--- config.mk ---
export PLATFORM = sky130hd
export DESIGN_NAME = zs_frame_packer
export DESIGN_NICKNAME = d
export VERILOG_FILES = /design/src/rtl/zsp_pkg.sv /design/src/rtl/zsp_compactor.sv /design/src/rtl/zsp_stamp.sv /design/src/rtl/zsp_delay_line.sv /design/src/rtl/zs_frame_packer.sv
export SDC_FILE = /design/constraint.sdc
export NUM_CORES = 2
export LEC_CHECK = 0
export BUFFER_PORTS_ARGS = -buffer_cell sky130_fd_sc_hd__clkbuf_2
export CORE_ASPECT_RATIO = 0.6
export CORE_UTILIZATION = 30
export DETAILED_ROUTE_END_ITERATION = 8
export GPL_ROUTABILITY_DRIVEN = 0
export GPL_TIMING_DRIVEN = 0
export PLACE_DENSITY = 0.54
export SYNTH_ARGS = -nofsm -noshare
export SYNTH_HDL_FRONTEND = slang
export SYNTH_SLANG_ARGS = --single-unit
--- constraint.sdc ---
create_clock -name clk -period 8.6 [get_ports clk]
set_clock_uncertainty 0.2 [all_clocks]
set_input_delay 1.72 -clock clk [delete_from_list [all_inputs] [get_ports clk]]
set_output_delay 1.72 -clock clk [all_outputs]
set_load 0.1 [all_outputs]
--- src/rtl/zsp_pkg.sv ---
package zsp_pkg;
  localparam int unsigned DEF_CHANNELS = 48;
  localparam int unsigned DEF_CODE_W   = 4;
  localparam int unsigned DEF_KEEP     = 12;
  localparam int unsigned DEF_BX_W     = 12;
  localparam int unsigned DEF_LOSS_W   = 3;
  localparam int unsigned DEF_DEPTH_W  = 4;

  // number of entries above a cap, clipped at a ceiling
  function automatic int unsigned clip_excess(input int unsigned total,
                                              input int unsigned cap,
                                              input int unsigned ceiling);
    int unsigned over;
    over = (total > cap) ? total - cap : 0;
    return (over > ceiling) ? ceiling : over;
  endfunction
endpackage

--- src/rtl/zsp_compactor.sv ---
module zsp_compactor #(
  parameter int unsigned N_CH   = zsp_pkg::DEF_CHANNELS,
  parameter int unsigned CODE_W = zsp_pkg::DEF_CODE_W,
  parameter int unsigned KEEP   = zsp_pkg::DEF_KEEP,
  parameter int unsigned LOSS_W = zsp_pkg::DEF_LOSS_W,
  localparam int unsigned FIELD_W = KEEP * CODE_W,
  localparam int unsigned CNT_W   = $clog2(N_CH + 1)
) (
  input  logic [N_CH-1:0]        hit_vec,
  input  logic [N_CH*CODE_W-1:0] code_vec,
  output logic [FIELD_W-1:0]     packed_codes,
  output logic [CNT_W-1:0]       hit_total,
  output logic                   overflow,
  output logic [LOSS_W-1:0]      lost
);
  localparam int unsigned LOSS_MAX = (1 << LOSS_W) - 1;

  // walk channels upward, dropping codes once the field is full
  always_comb begin
    int kept;
    int seen;
    kept = 0;
    seen = 0;
    packed_codes = '0;
    for (int c = 0; c < int'(N_CH); c++) begin
      if (hit_vec[c]) begin
        if (kept < int'(KEEP)) begin
          packed_codes[kept*CODE_W +: CODE_W] = code_vec[c*CODE_W +: CODE_W];
          kept++;
        end
        seen++;
      end
    end
    hit_total = CNT_W'(seen);
  end

  assign overflow = (32'(hit_total) > KEEP);
  assign lost     = LOSS_W'(zsp_pkg::clip_excess(32'(hit_total), KEEP, LOSS_MAX));
endmodule

--- src/rtl/zsp_stamp.sv ---
module zsp_stamp #(
  parameter int unsigned BX_W   = zsp_pkg::DEF_BX_W,
  parameter int unsigned LOSS_W = zsp_pkg::DEF_LOSS_W,
  localparam int unsigned HDR_W = BX_W + 1 + LOSS_W
) (
  input  logic              clk,
  input  logic              rst_n,
  input  logic              overflow,
  input  logic [LOSS_W-1:0] lost,
  output logic [HDR_W-1:0]  header
);
  logic [BX_W-1:0] bx_q;

  always_ff @(posedge clk or negedge rst_n) begin
    if (!rst_n) bx_q <= '0;
    else        bx_q <= bx_q + 1'b1;
  end

  assign header = {lost, overflow, bx_q};

  AST_BX_STEP: assert property (@(posedge clk) disable iff (!rst_n)
    rst_n |=> bx_q == BX_W'($past(bx_q) + 1'b1));
endmodule

--- src/rtl/zsp_delay_line.sv ---
module zsp_delay_line #(
  parameter int unsigned W       = 112,
  parameter int unsigned DEPTH_W = zsp_pkg::DEF_DEPTH_W,
  localparam int unsigned MAX_DEPTH = (1 << DEPTH_W) - 1
) (
  input  logic               clk,
  input  logic               rst_n,
  input  logic [DEPTH_W-1:0] cfg_depth,
  input  logic [W-1:0]       din,
  output logic [W-1:0]       dout
);
  logic [DEPTH_W-1:0] depth_q;
  logic [DEPTH_W-1:0] tap;
  logic               flush;
  logic [W-1:0]       slot_q [MAX_DEPTH];

  assign flush = (cfg_depth != depth_q);
  assign tap   = depth_q - 1'b1;

  always_ff @(posedge clk or negedge rst_n) begin
    if (!rst_n)     depth_q <= '0;
    else if (flush) depth_q <= cfg_depth;
  end

  generate
    for (genvar i = 0; i < int'(MAX_DEPTH); i++) begin : g_slot
      always_ff @(posedge clk or negedge rst_n) begin
        if (!rst_n)     slot_q[i] <= '0;
        else if (flush) slot_q[i] <= '0;
        else if (i == 0) slot_q[i] <= din;
        else            slot_q[i] <= slot_q[(i == 0) ? 0 : i-1];
      end
    end
  endgenerate

  assign dout = (depth_q == '0) ? din : slot_q[tap];

  AST_FLUSH_EMPTY: assert property (@(posedge clk) disable iff (!rst_n)
    (flush && cfg_depth != '0) |=> dout == '0);
  AST_DEPTH_ADOPT: assert property (@(posedge clk) disable iff (!rst_n)
    flush |=> depth_q == $past(cfg_depth));
endmodule

--- src/rtl/zs_frame_packer.sv ---
module zs_frame_packer #(
  parameter int unsigned N_CH    = zsp_pkg::DEF_CHANNELS,
  parameter int unsigned CODE_W  = zsp_pkg::DEF_CODE_W,
  parameter int unsigned KEEP    = zsp_pkg::DEF_KEEP,
  parameter int unsigned BX_W    = zsp_pkg::DEF_BX_W,
  parameter int unsigned LOSS_W  = zsp_pkg::DEF_LOSS_W,
  parameter int unsigned DEPTH_W = zsp_pkg::DEF_DEPTH_W,
  localparam int unsigned FIELD_W = KEEP * CODE_W,
  localparam int unsigned HDR_W   = BX_W + 1 + LOSS_W,
  localparam int unsigned FRAME_W = HDR_W + N_CH + FIELD_W
) (
  input  logic                   clk,
  input  logic                   rst_n,
  input  logic [N_CH-1:0]        hit_in,
  input  logic [N_CH*CODE_W-1:0] tdc_in,
  input  logic [DEPTH_W-1:0]     cfg_depth,
  output logic [FRAME_W-1:0]     frame_out
);
  localparam int unsigned CNT_W   = $clog2(N_CH + 1);
  localparam int unsigned HIT_LSB = FIELD_W;

  logic [FIELD_W-1:0] field;
  logic [CNT_W-1:0]   hit_total;
  logic               overflow;
  logic [LOSS_W-1:0]  lost;
  logic [HDR_W-1:0]   header;
  logic [FRAME_W-1:0] frame_q;

  zsp_compactor #(.N_CH(N_CH), .CODE_W(CODE_W), .KEEP(KEEP), .LOSS_W(LOSS_W)) u_compactor (
    .hit_vec(hit_in), .code_vec(tdc_in), .packed_codes(field),
    .hit_total(hit_total), .overflow(overflow), .lost(lost));

  zsp_stamp #(.BX_W(BX_W), .LOSS_W(LOSS_W)) u_stamp (
    .clk(clk), .rst_n(rst_n), .overflow(overflow), .lost(lost), .header(header));

  always_ff @(posedge clk or negedge rst_n) begin
    if (!rst_n) frame_q <= '0;
    else        frame_q <= {header, hit_in, field};
  end

  zsp_delay_line #(.W(FRAME_W), .DEPTH_W(DEPTH_W)) u_delay (
    .clk(clk), .rst_n(rst_n), .cfg_depth(cfg_depth), .din(frame_q), .dout(frame_out));

  AST_HIT_MAP: assert property (@(posedge clk) disable iff (!rst_n)
    rst_n |=> frame_q[HIT_LSB +: N_CH] == $past(hit_in));
  AST_OVERFLOW_FLAG: assert property (@(posedge clk) disable iff (!rst_n)
    overflow == ($countones(hit_in) > KEEP));
  AST_IDLE_FIELD: assert property (@(posedge clk) disable iff (!rst_n)
    (hit_in == '0) |-> field == '0);
  AST_COUNT_MATCH: assert property (@(posedge clk) disable iff (!rst_n)
    32'(hit_total) == $countones(hit_in));
endmodule

==> metrics.md <==
| Metric | Value |
|---|---|
| Status | `finished, violations left` |
| Failing checks | `DRC, capacitance limit, slew limit, setup timing` |
| Synth Register Bits | `1,808` |
| Hold buffer count at CTS | `0` |
| HP Class | `reg -> reg` |
| Post-synthesis mux area share | `14.0%` |
| Reg clk slew, reported paths | `60 ps` |
| Final hold vios | `0` |
| Main flop type after synthesis | `dfrtp_1` |
| EDFF count, synth | `0` |
| CTS sink cnt | `1,808` |
| Compound-Gate Fraction of Synth Area | `15.3%` |
| Post-Synthesis Cells | `13.1k` |
| Synthesis warning total | `0` |
| Starting DRC count in detailed routing | `13.6k` |
| Number of global-route vias before repair | `98.6k` |
| Final setup fails | `75` |
| IO Port Bufs | `296` |
| Hold Path Depth | `0` |
| Initial Util | `30.2%` |
| Cell taking the most area after synthesis | `dfrtp_1` |
| Final cycle utilization of the critical path | `408%` |
| Worst path most repeated cell | `ha_4` |
| Clock Root Buffer | `clkbuf_16` |
| Simple-gate area share of the yosys netlist | `24.5%` |
| Pins Over Slew Limit | `34` |
| WL final | `461,000 um` |
| Commonest non-fill, non-tap cell in the layout | `dfrtp_1` |
| Number of CTS-inserted buffers | `171` |
| Post-synth top area share | `37.8%` |
| Largest family of logic cells by synthesized area | `simple AND/OR/NAND/NOR gates` |
| Unique masters post-synth | `182` |
| Crit start category | `input port` |
| Final WS setup | `-26,510 ps` |
| Residual DRC | `69` |
| Core area | `396,000 um2` |
| Die height | `491 um` |
| Crit path largest cell delay | `680 ps` |
| WS Path Type | `in -> reg` |
| Most frequent cells in the layout | `dfrtp_1, and2_1, nand2_1` |
| Largest net degree at the start of global routing | `114` |
| Critical path arrival | `35,540 ps` |
| Pre-antenna DRT Iters | `9` |
| CTS Buffer Depth | `4` |
| Via density | `5.53` |
| Die W | `817 um` |
| Mapped Area | `120,000 um2` |
| Post-synthesis sequential area ratio | `37.8%` |
| Syn-to-layout area delta | `17.1%` |
| Fmax | `28.5 MHz` |
| Min cycle time layout | `35,110 ps` |
| Layout Cells excl Fill | `19.3k` |
| Busiest layer in global routing | `met1` |
| # placed instances | `18.7k` |
| Critical path depth | `183` |
| Slew of the pin with the lowest slew margin | `1530 ps` |
| First-pass GRT wire length | `669,000 um` |
| Met1 Use GR | `35.9%` |
| Worst skew pair latency | `810 ps` |
| Worst setup EP type | `register` |
| Synth area leaders | `dfrtp_1, and2_1, mux4_2` |
| Via count | `107k` |
| Final HPWL DP | `362,000 um` |
| TritonCTS clock tree | `yes` |
| Floorplan row count | `179` |
| Syn_area_per_cell | `9.10 um2` |
| CP required | `9030 ps` |
| Async SR Flop Fraction | `100%` |
| Top Family by Delay on Critical Path | `compound AO/OA/AOI/OAI gates` |
| Worst relative slew slack | `-1.88%` |
| Total gr overflow | `0` |
| Layout cell share with drive strength beyond 1 | `16.5%` |
| H-tree levels | `4` |
| Worst reg2reg path depth | `7` |
| Initial antenna violation count | `58` |
| WL/cell | `23.9 um` |
| RSZ-0062 raised after global routing | `yes` |
| Adder-Cell Fraction of Synth Area | `1.68%` |
| Gr usage total | `22.0%` |
| Buf/Inv on CP | `35` |
| Nets | `14.3k` |
| Crit path max fanout | `10` |
| Die area | `401,000 um2` |
| Post-route ant nets | `0` |
| Routing usage on met2 | `28.5%` |
| Post-Synth XOR/XNOR Area | `2.72%` |
| M3 GR Usage | `5.68%` |
| Slowest library cell on the worst path | `fa_2` |
| Num ports | `358` |
| Max-Cap Viols | `4` |
## layout make-up
type                       instances  area, um2
multi-input combinational      10300      72700
antenna                           27       67.6
clock inverter                    37        435
clock buffer                     260       5200
sequential                      1808      45200
inverter                         235       1000
fill                           40500     256000
timing repair buffer             630       4720
tap                             5249       6570
buffer                           817       4040
## synth_stat cells (all sizes together) (36+ instances only)
cell and number:
and2 1822, dfrtp 1808, nand2 1232, nor2 1202, a21oi 943, o21ai 711, mux2i 690, clkbuf 634
nand3 411, mux4 337, nor3 271, a31oi 267, xnor2 242, a211oi 230, inv 224, buf 196
mux2 194, o211ai 180, ha 155, and3 144, nand4 139, xor2 77, nor4 69, or3 67
nor2b 61, nand2b 51, or2 51, a311oi 42, o21a 42, a21o 40, o31ai 39, a211o 36
## kinds of logic (layout without fill, tap and decap cells)
group                      count (synthesis)  after routing
and+or+nand+nor                         5685           5685
AOI/OAI and AO/OA                       2862           2862
DFF                                     1808           1808
muxes                                   1221           1221
buffers and inverters                   1073           1979
xor gates and xnor gates                 320            320
adders and majority gates                161            161
other                                      2             39
## repair_timing
| item | in CTS | in global routing |
|---|---|---|
| resized for setup | 277 | 293 |
| endpoints found under the setup margin | 164 | 143 |
| pin swaps | 116 | 157 |
| gates cloned | 1 | 0 |
| buffers inserted | 152 | 156 |
## metrics by stage
stage	setup WS (ps)	cell area, um2	TNS [ps]	utilization, %	hold WS [ps]
after floorplan	-27250	121000	-1369420	-	154
after global placement	-40950	129000	-	32.6	182
after detailed placement	-34860	130000	-1852340	32.7	179
after CTS	-27200	138000	-1403420	34.8	191
after global routing	-27820	140000	-1427010	35.3	195
final	-26510	140000	-1346950	35.3	192
## layer usage
layer  part of all wire [%]  up-vias
li1                       -    48500
met1                     49    53000
met2                     38     4973
met3                     11      388
met4                    1.9       10
met5                  0.022        -
## flip-flops by register name (all words and copies together), names as in the netlist
name / flops
frame_q: 112
u_delay.depth_q: 4
u_delay.slot_q: 1680
u_stamp.bx_q: 12
## worst register-to-register path: cells and delay by family, from the launching register on
family	cells	cell delay (ps)
xor gates and xnor gates	1	190
buffers and inverters	4	2500
and+or+nand+nor	2	1290
DFF	1	350
## final timing paths
kind	from	end	slack (ps)
max in group asynchronous	rst_n	frame_q[36]$_DFF_PN0_	4310
min in group asynchronous	rst_n	u_stamp.bx_q[8]$_DFF_PN0_	640
setup / recovery	hit_in[1]	frame_q[35]$_DFF_PN0_	-26510
setup reg to reg	u_delay.depth_q[0]$_DFFE_PN0P_	u_delay.slot_q[1078]$_DFF_PN0_	3990
hold / removal	u_stamp.bx_q[9]$_DFF_PN0_	frame_q[105]$_DFF_PN0_	190
hold reg to reg	u_stamp.bx_q[9]$_DFF_PN0_	frame_q[105]$_DFF_PN0_	190
Power is left out: the tool's default activity adds up to more than one toggle a clock period on the data nets, which glitch-free logic cannot reach.
